`config.mk`:
```
export PLATFORM = sky130hd
export DESIGN_NAME = hdlc_slot_source
export DESIGN_NICKNAME = d
export VERILOG_FILES = /design/src/rtl/hdlc_slot_pkg.sv /design/src/rtl/hdlc_slot_ctrl.sv /design/src/rtl/hdlc_slot_dpath.sv /design/src/rtl/hdlc_slot_source.sv
export SDC_FILE = /design/constraint.sdc
export NUM_CORES = 2
export LEC_CHECK = 0
export ABC_AREA = 0
export BUFFER_PORTS_ARGS = -buffer_cell sky130_fd_sc_hd__buf_2
export CAP_MARGIN = 30
export CORE_UTILIZATION = 60
export CTS_CLUSTER_SIZE = 30
export DETAILED_ROUTE_END_ITERATION = 16
export PLACE_DENSITY = 0.76
export SLEW_MARGIN = 40
export SYNTH_ARGS = -nofsm -noshare
export SYNTH_HDL_FRONTEND = slang
export SYNTH_HIERARCHICAL = 1
export SYNTH_SLANG_ARGS = --single-unit
```
`constraint.sdc`:
```
create_clock -name clk -period 9.35 [get_ports clk]
set_input_delay 0.935 -clock clk [delete_from_list [all_inputs] [get_ports clk]]
set_output_delay 0.935 -clock clk [all_outputs]
set_load 0.02 [all_outputs]
```
`src/rtl/hdlc_slot_pkg.sv`:
```
package hdlc_slot_pkg;

  // Strobes passed from the control to the datapath in each cycle.
  typedef struct packed {
    logic wrEn;     // store pushed descriptor
    logic svc;      // a channel is being serviced this cycle
    logic emitData; // serviced channel sends a packet byte
    logic pop;      // serviced channel loads its next descriptor
  } ctlStrobe_t;

  localparam logic [7:0] FILL_BITWISE  = 8'hFF;
  localparam logic [7:0] FILL_BYTEWISE = 8'h7E;

  function automatic logic [7:0] idleFill(input logic byteWise);
    return byteWise ? FILL_BYTEWISE : FILL_BITWISE;
  endfunction

endpackage

```
`src/rtl/hdlc_slot_ctrl.sv`:
```
module hdlc_slot_ctrl
  import hdlc_slot_pkg::*;
#(
  parameter int NUM_CH = 4,
  parameter int DEPTH  = 16,
  localparam int CH_W  = $clog2(NUM_CH),
  localparam int IDX_W = $clog2(DEPTH),
  localparam int PTR_W = IDX_W + 1
) (
  input  logic             clk,
  input  logic             rst_n,
  input  logic             frameStart,
  input  logic             pushValid,
  input  logic [CH_W-1:0]  pushChan,
  input  logic             remZero,
  input  logic             remOne,
  output ctlStrobe_t       stb,
  output logic [CH_W-1:0]  svcCh,
  output logic [IDX_W-1:0] wrIdx,
  output logic [IDX_W-1:0] popIdx,
  output logic             pushOverflow
);

  logic [PTR_W-1:0] wrPtr [NUM_CH];
  logic [PTR_W-1:0] rdPtr [NUM_CH];
  logic [NUM_CH-1:0] qEmpty;
  logic [NUM_CH-1:0] qFull;
  logic active;
  logic pushOk;

  for (genvar c = 0; c < NUM_CH; c++) begin : g_qstat
    assign qEmpty[c] = (wrPtr[c] == rdPtr[c]);
    assign qFull[c]  = ((wrPtr[c] - rdPtr[c]) == PTR_W'(DEPTH));

    // occupancy never exceeds the queue depth
    a_r4_depth_bound: assert property (@(posedge clk) disable iff (!rst_n)
      (wrPtr[c] - rdPtr[c]) <= PTR_W'(DEPTH));
  end

  assign pushOk = pushValid && !qFull[pushChan];

  always_comb begin
    stb.wrEn     = pushOk;
    stb.svc      = active;
    stb.emitData = active && !remZero;
    stb.pop      = active && !qEmpty[svcCh] && (remZero || remOne);
  end

  assign wrIdx  = wrPtr[pushChan][IDX_W-1:0];
  assign popIdx = rdPtr[svcCh][IDX_W-1:0];

  always_ff @(posedge clk) begin
    if (!rst_n) begin
      for (int c = 0; c < NUM_CH; c++) begin
        wrPtr[c] <= '0;
        rdPtr[c] <= '0;
      end
      pushOverflow <= 1'b0;
    end else begin
      for (int c = 0; c < NUM_CH; c++) begin
        if (pushOk && pushChan == CH_W'(c)) wrPtr[c] <= wrPtr[c] + 1'b1;
        if (stb.pop && svcCh == CH_W'(c))   rdPtr[c] <= rdPtr[c] + 1'b1;
      end
      pushOverflow <= pushValid && qFull[pushChan];
    end
  end

  always_ff @(posedge clk) begin
    if (!rst_n) begin
      active <= 1'b0;
      svcCh  <= '0;
    end else if (frameStart) begin
      active <= 1'b1;
      svcCh  <= '0;
    end else if (active) begin
      if (svcCh == CH_W'(NUM_CH - 1)) active <= 1'b0;
      else                            svcCh  <= svcCh + 1'b1;
    end
  end

  // a refusal is only reported for a push made one cycle earlier
  a_r4_no_overflow: assert property (@(posedge clk) disable iff (!rst_n)
    pushOverflow |-> $past(pushValid));

  // channels are walked in ascending order, one per cycle
  a_r2_ascending: assert property (@(posedge clk) disable iff (!rst_n)
    (active && !frameStart && svcCh != CH_W'(NUM_CH - 1))
      |=> (active && svcCh == $past(svcCh) + 1'b1));

endmodule

```
`src/rtl/hdlc_slot_dpath.sv`:
```
module hdlc_slot_dpath
  import hdlc_slot_pkg::*;
#(
  parameter int NUM_CH = 4,
  parameter int DEPTH  = 16,
  parameter int ORIG_W = 10,
  parameter int ADDR_W = 12,
  parameter int LEN_W  = 8,
  localparam int CH_W  = $clog2(NUM_CH),
  localparam int IDX_W = $clog2(DEPTH)
) (
  input  logic              clk,
  input  logic              rst_n,
  input  ctlStrobe_t        stb,
  input  logic [CH_W-1:0]   svcCh,
  input  logic [IDX_W-1:0]  wrIdx,
  input  logic [IDX_W-1:0]  popIdx,
  input  logic [CH_W-1:0]   pushChan,
  input  logic [ORIG_W-1:0] pushOrigin,
  input  logic [ADDR_W-1:0] pushBase,
  input  logic [LEN_W-1:0]  pushLen,
  input  logic [NUM_CH-1:0] byteMode,
  output logic              remZero,
  output logic              remOne,
  output logic              bufRdEn,
  output logic [ADDR_W-1:0] bufAddr,
  input  logic [7:0]        bufRdData,
  output logic              slotValid,
  output logic [CH_W-1:0]   slotChan,
  output logic              slotIsData,
  output logic [7:0]        slotByte,
  output logic [ORIG_W-1:0] slotOrigin
);

  localparam int DESC_W = ORIG_W + ADDR_W + LEN_W;
  localparam int RAM_N  = NUM_CH * DEPTH;

  logic [DESC_W-1:0] descRam [RAM_N];
  logic [DESC_W-1:0] popDesc;
  logic [ORIG_W-1:0] popOrig;
  logic [ADDR_W-1:0] popBase;
  logic [LEN_W-1:0]  popLen;

  logic [ADDR_W-1:0] baseR [NUM_CH];
  logic [LEN_W-1:0]  offR  [NUM_CH];
  logic [LEN_W-1:0]  remR  [NUM_CH];
  logic [ORIG_W-1:0] origR [NUM_CH];
  logic [7:0]        fillR;

  always_ff @(posedge clk) begin
    if (stb.wrEn) descRam[{pushChan, wrIdx}] <= {pushOrigin, pushBase, pushLen};
  end

  assign popDesc = descRam[{svcCh, popIdx}];
  assign {popOrig, popBase, popLen} = popDesc;

  assign remZero = (remR[svcCh] == '0);
  assign remOne  = (remR[svcCh] == LEN_W'(1));
  assign bufRdEn = stb.emitData;
  assign bufAddr = baseR[svcCh] + ADDR_W'(offR[svcCh]);

  always_ff @(posedge clk) begin
    if (!rst_n) begin
      for (int c = 0; c < NUM_CH; c++) begin
        baseR[c] <= '0;
        offR[c]  <= '0;
        remR[c]  <= '0;
        origR[c] <= '0;
      end
    end else if (stb.svc) begin
      if (stb.emitData) begin
        offR[svcCh] <= offR[svcCh] + 1'b1;
        remR[svcCh] <= remR[svcCh] - 1'b1;
      end
      if (stb.pop) begin
        baseR[svcCh] <= popBase;
        offR[svcCh]  <= '0;
        remR[svcCh]  <= popLen;
        origR[svcCh] <= popOrig;
      end
    end
  end

  always_ff @(posedge clk) begin
    if (!rst_n) begin
      slotValid  <= 1'b0;
      slotChan   <= '0;
      slotIsData <= 1'b0;
      slotOrigin <= '0;
      fillR      <= FILL_BITWISE;
    end else begin
      slotValid  <= stb.svc;
      slotChan   <= svcCh;
      slotIsData <= stb.svc && stb.emitData;
      slotOrigin <= (stb.svc && stb.emitData) ? origR[svcCh] : '0;
      fillR      <= idleFill(byteMode[svcCh]);
    end
  end

  assign slotByte = slotIsData ? bufRdData : fillR;

  // every buffer read turns into a data slot on the next cycle
  a_r6_read_to_slot: assert property (@(posedge clk) disable iff (!rst_n)
    bufRdEn |=> (slotValid && slotIsData));

  // idle slots carry one of the two fill codes
  a_r3_fill_value: assert property (@(posedge clk) disable iff (!rst_n)
    (slotValid && !slotIsData) |-> (slotByte == FILL_BITWISE || slotByte == FILL_BYTEWISE));

  // loading a packet into an idle channel gives an idle slot that frame
  a_r5_pop_idle: assert property (@(posedge clk) disable iff (!rst_n)
    (stb.pop && remZero) |=> (slotValid && !slotIsData));

  // idle slots show a zero origin
  a_r9_idle_origin: assert property (@(posedge clk) disable iff (!rst_n)
    (slotValid && !slotIsData) |-> (slotOrigin == '0));

endmodule

```
`src/rtl/hdlc_slot_source.sv`:
```
module hdlc_slot_source
  import hdlc_slot_pkg::*;
#(
  parameter int NUM_CH = 4,
  parameter int DEPTH  = 16,
  parameter int ORIG_W = 10,
  parameter int ADDR_W = 12,
  parameter int LEN_W  = 8,
  localparam int CH_W  = $clog2(NUM_CH)
) (
  input  logic              clk,
  input  logic              rst_n,
  input  logic [NUM_CH-1:0] byteMode,
  input  logic              pushValid,
  input  logic [CH_W-1:0]   pushChan,
  input  logic [ORIG_W-1:0] pushOrigin,
  input  logic [ADDR_W-1:0] pushBase,
  input  logic [LEN_W-1:0]  pushLen,
  output logic              pushOverflow,
  input  logic              frameStart,
  output logic              bufRdEn,
  output logic [ADDR_W-1:0] bufAddr,
  input  logic [7:0]        bufRdData,
  output logic              slotValid,
  output logic [CH_W-1:0]   slotChan,
  output logic              slotIsData,
  output logic [7:0]        slotByte,
  output logic [ORIG_W-1:0] slotOrigin
);

  localparam int IDX_W = $clog2(DEPTH);

  ctlStrobe_t       stb;
  logic [CH_W-1:0]  svcCh;
  logic [IDX_W-1:0] wrIdx;
  logic [IDX_W-1:0] popIdx;
  logic             remZero;
  logic             remOne;

  hdlc_slot_ctrl #(.NUM_CH(NUM_CH), .DEPTH(DEPTH)) u_ctrl (
    .clk(clk), .rst_n(rst_n), .frameStart(frameStart),
    .pushValid(pushValid), .pushChan(pushChan),
    .remZero(remZero), .remOne(remOne),
    .stb(stb), .svcCh(svcCh), .wrIdx(wrIdx), .popIdx(popIdx),
    .pushOverflow(pushOverflow)
  );

  hdlc_slot_dpath #(.NUM_CH(NUM_CH), .DEPTH(DEPTH), .ORIG_W(ORIG_W),
                    .ADDR_W(ADDR_W), .LEN_W(LEN_W)) u_dpath (
    .clk(clk), .rst_n(rst_n), .stb(stb), .svcCh(svcCh),
    .wrIdx(wrIdx), .popIdx(popIdx), .pushChan(pushChan),
    .pushOrigin(pushOrigin), .pushBase(pushBase), .pushLen(pushLen),
    .byteMode(byteMode), .remZero(remZero), .remOne(remOne),
    .bufRdEn(bufRdEn), .bufAddr(bufAddr), .bufRdData(bufRdData),
    .slotValid(slotValid), .slotChan(slotChan), .slotIsData(slotIsData),
    .slotByte(slotByte), .slotOrigin(slotOrigin)
  );

  // no slot is presented while reset is held
  a_r1_reset_quiet: assert property (@(posedge clk)
    !rst_n |=> (!slotValid && !pushOverflow));

endmodule

```
==> flow_metrics.tcl <==
set metrics [dict create \
    grt_pass1_wl_mm 299 \
    drcViolationCount 0 \
    ir_drop_v 0.000148 \
    cts.sinks 2133 \
    cts-hold-fix-buffers 0 \
    synth_area_leaders "edfxtp_1 (75%), mux4_2 (14%), mux2i_1 (2.1%)" \
    cts_max_level 4 \
    yosysSeqAreaShare 0.757 \
    hold_violations 0 \
    drv_cap 0 \
    fin_tns_setup_ns 0 \
    final_common_cell "edfxtp_1" \
    finalWirelength_mm 210 \
    synth-main-ff-cell "edfxtp_1" \
    slowest_delay_ns 0.85 \
    yosysTopAreaCell "edfxtp_1" \
    cts_buffers 201 \
    cp_max_fo 48 \
    place_congestion 0.916 \
    fin_nets 4322 \
    die_area_um2 142000 \
    synth_cell_type_count 77 \
    postCtsSetupBuffers 0 \
    worst_skew_pair.late_latency_ns 0.86 \
    cp_cell_sequence "buf_6, mux4_2, nor3_1, nor3b_1, o2111ai_1, inv_1, nand3_1, buf_4, nor2_1, nand2_2, nand2_2" \
    setup_viol_count_final 0 \
    start_util 0.604 \
    postRouteAntennaNets 0 \
    worst_pin_slew_ns 0.952 \
    die_h_um 377 \
    slew_viol_final 0 \
    fin_area_um2 94500 \
    via_count 42800 \
    port_buffers 83 \
    synth_area_um2 84300 \
    power_density_nw_per_um2 210 \
    end_kind "flip-flop" \
    period_share 0.593 \
    power.internal_uw 15500 \
    syn_inst 4027 \
    p_clk_frac 0.399 \
    p_sw_uw 4330 \
    max-slew-margin-rel 0.365 \
    drt-initial-drc-count 6346 \
    die_w_um 377 \
    antenna_found_initial 9 \
    yosysWarnings 6 \
    num_io_pins 84 \
    avgSynthCellArea_um2 20.9 \
    place.detailed.hpwl_mm 117 \
    grtUsageTotal 0.300 \
    crit_slowest_cell "dfxtp_4" \
    start_kind "flip-flop" \
    worst-setup-path-type "flip-flop to flip-flop" \
    worstHoldPathType "input port to flip-flop" \
    switching_share 0.218 \
    required_ns 9.82 \
    cts_tree "yes" \
    synthArstFlopShare 0 \
    arrival_ns 6.01 \
    layout_common_cells "edfxtp_1 (2,112), mux4_2 (516), clkbuf_16 (206), mux2i_1 (175), nor2_1 (146)" \
    p_comb_frac 0.065 \
    core_area_um2 140000 \
    fmax_mhz 180 \
    skew_ns 0.0419 \
    yosysTopAreaCellShare 0.752 \
    routedWlPerCell_um 33.3 \
    p_seq_frac 0.536 \
    grt_max_degree 130 \
    synthesis.nets 4115 \
    firstDrtPassIters 10 \
    layout_min_cycle_time_ns 5.55 \
    clockBufferDepth 3 \
    dpl_cell_area_um2 88000 \
    clk_pin_slew_ns 0.06 \
    viasPerCell 6.80 \
    status "completed" \
    synth_edf_count 2112 \
    cts-resized-gates 0 \
    cellLeakagePower_uw 0.0301 \
    ys_seq_elements 2133 \
    syn_to_final_growth_pct 12.1 \
    worst_path_most_repeated_cell "nand2_2" \
    grt.overflow.total 0 \
    rsz0062_at_grt "false" \
    row_count 137 \
    final_layout_size_suffix_gt1_frac 0.258 \
    grt_pass1_vias 42200 \
    cts-root-buf "clkbuf_16" \
]
[logic make-up after synthesis]
kind of cell / Yosys count / synth area share
flip-flops: 2133 / 0.757
multiplexers: 708 / 0.161
buffers and inverters: 265 / 0.0162
XOR/XNOR: 50 / 0.00520
AND/OR/NAND/NOR: 594 / 0.0342
adder cells (fa/ha/maj): 40 / 0.00603
AO/OA/AOI/OAI: 237 / 0.0197
[critical path: cells and delay by family (launching register included)]
kind	cells	cell delay [ns]
AND/OR/NAND/NOR	6	2.33
buffers and inverters	3	1.11
flip-flops	1	0.85
multiplexers	1	0.65
AO/OA/AOI/OAI	1	0.18
[synth_stat cells, types with 17 or more instances]
library cell / number
nor4_1: 34
dfxtp_1: 21
nor3_1: 34
buf_4: 45
and2_1: 17
xor2_1: 27
nand3_1: 58
and3_1: 30
o21ai_0: 35
mux4_2: 519
inv_1: 47
nor2b_1: 42
buf_2: 88
nand2_1: 109
nand2b_1: 19
a21oi_1: 42
ha_1: 39
nor2_1: 208
clkbuf_1: 56
a22oi_1: 28
edfxtp_1: 2112
mux2i_1: 175
xnor2_1: 23
[stage by stage]
step,total power (µW),setup slack [ns],hold slack (ns),utilization,instances
finish,19800,3.80,0.399,0.677,6292
global route,20300,3.41,0.386,0.677,6281
CTS,19900,3.63,0.349,0.676,6277
detailed placement,12100,3.71,0.673,0.631,5903
global placement,12100,3.38,0.668,0.625,5872
floorplan,11600,4.13,0.578,-,4027
[state kept, by name (all words and copies together), names as in the netlist, 10 cells and up, named ones only]
signal	count
u_dpath/baseR	48
u_dpath/offR	32
u_dpath/remR	32
u_ctrl/rdPtr	20
u_dpath/descRam	1920
u_dpath/slotOrigin	10
u_dpath/origR	40
u_ctrl/wrPtr	20
[worst paths after layout]
path	depth (start not counted)	slack, ns	endpoint	start
setup reg to reg	11	3.80	u_dpath/baseR[1][5]	u_ctrl/svcCh[0]
hold / removal	3	0.40	u_ctrl/active	frameStart
hold reg to reg	1	0.68	u_ctrl/wrPtr[2][0]	u_ctrl/wrPtr[2][0]
setup / recovery	11	3.80	u_dpath/baseR[1][5]	u_ctrl/svcCh[0]
[power groups by stage]
stage / clock network [µW] / registers (µW) / logic, µW
2_1_floorplan: 0 / 10800 / 755
3_3_place_gp: 0 / 10800 / 1220
3_5_place_dp: 0 / 10800 / 1270
4_1_cts: 7980 / 10600 / 1280
5_1_grt: 8330 / 10600 / 1340
6_report: 7910 / 10600 / 1300
[area by class of cell]
| class | instances | area, µm² |
|---|---|---|
| Antenna cell | 11 | 27.5 |
| Clock buffer | 258 | 5400 |
| Clock inverter | 116 | 945 |
| Fill cell | 8414 | 45000 |
| Inverter | 50 | 195 |
| Multi-Input combinational cell | 1629 | 19700 |
| Sequential cell | 2133 | 63800 |
| Tap cell | 1876 | 2350 |
| Timing Repair Buffer | 219 | 2000 |
[layer usage]
| metal | global-route usage | part of all wire | vias up |
|---|---|---|---|
| met5 | 0 | 0.00024 | - |
| met4 | 0.122 | 0.043 | 6 |
| met3 | 0.0691 | 0.12 | 463 |
| met2 | 0.466 | 0.48 | 2785 |
| met1 | 0.417 | 0.36 | 22400 |
| li1 | - | - | 17100 |
(Power assumes the default switching activity.)
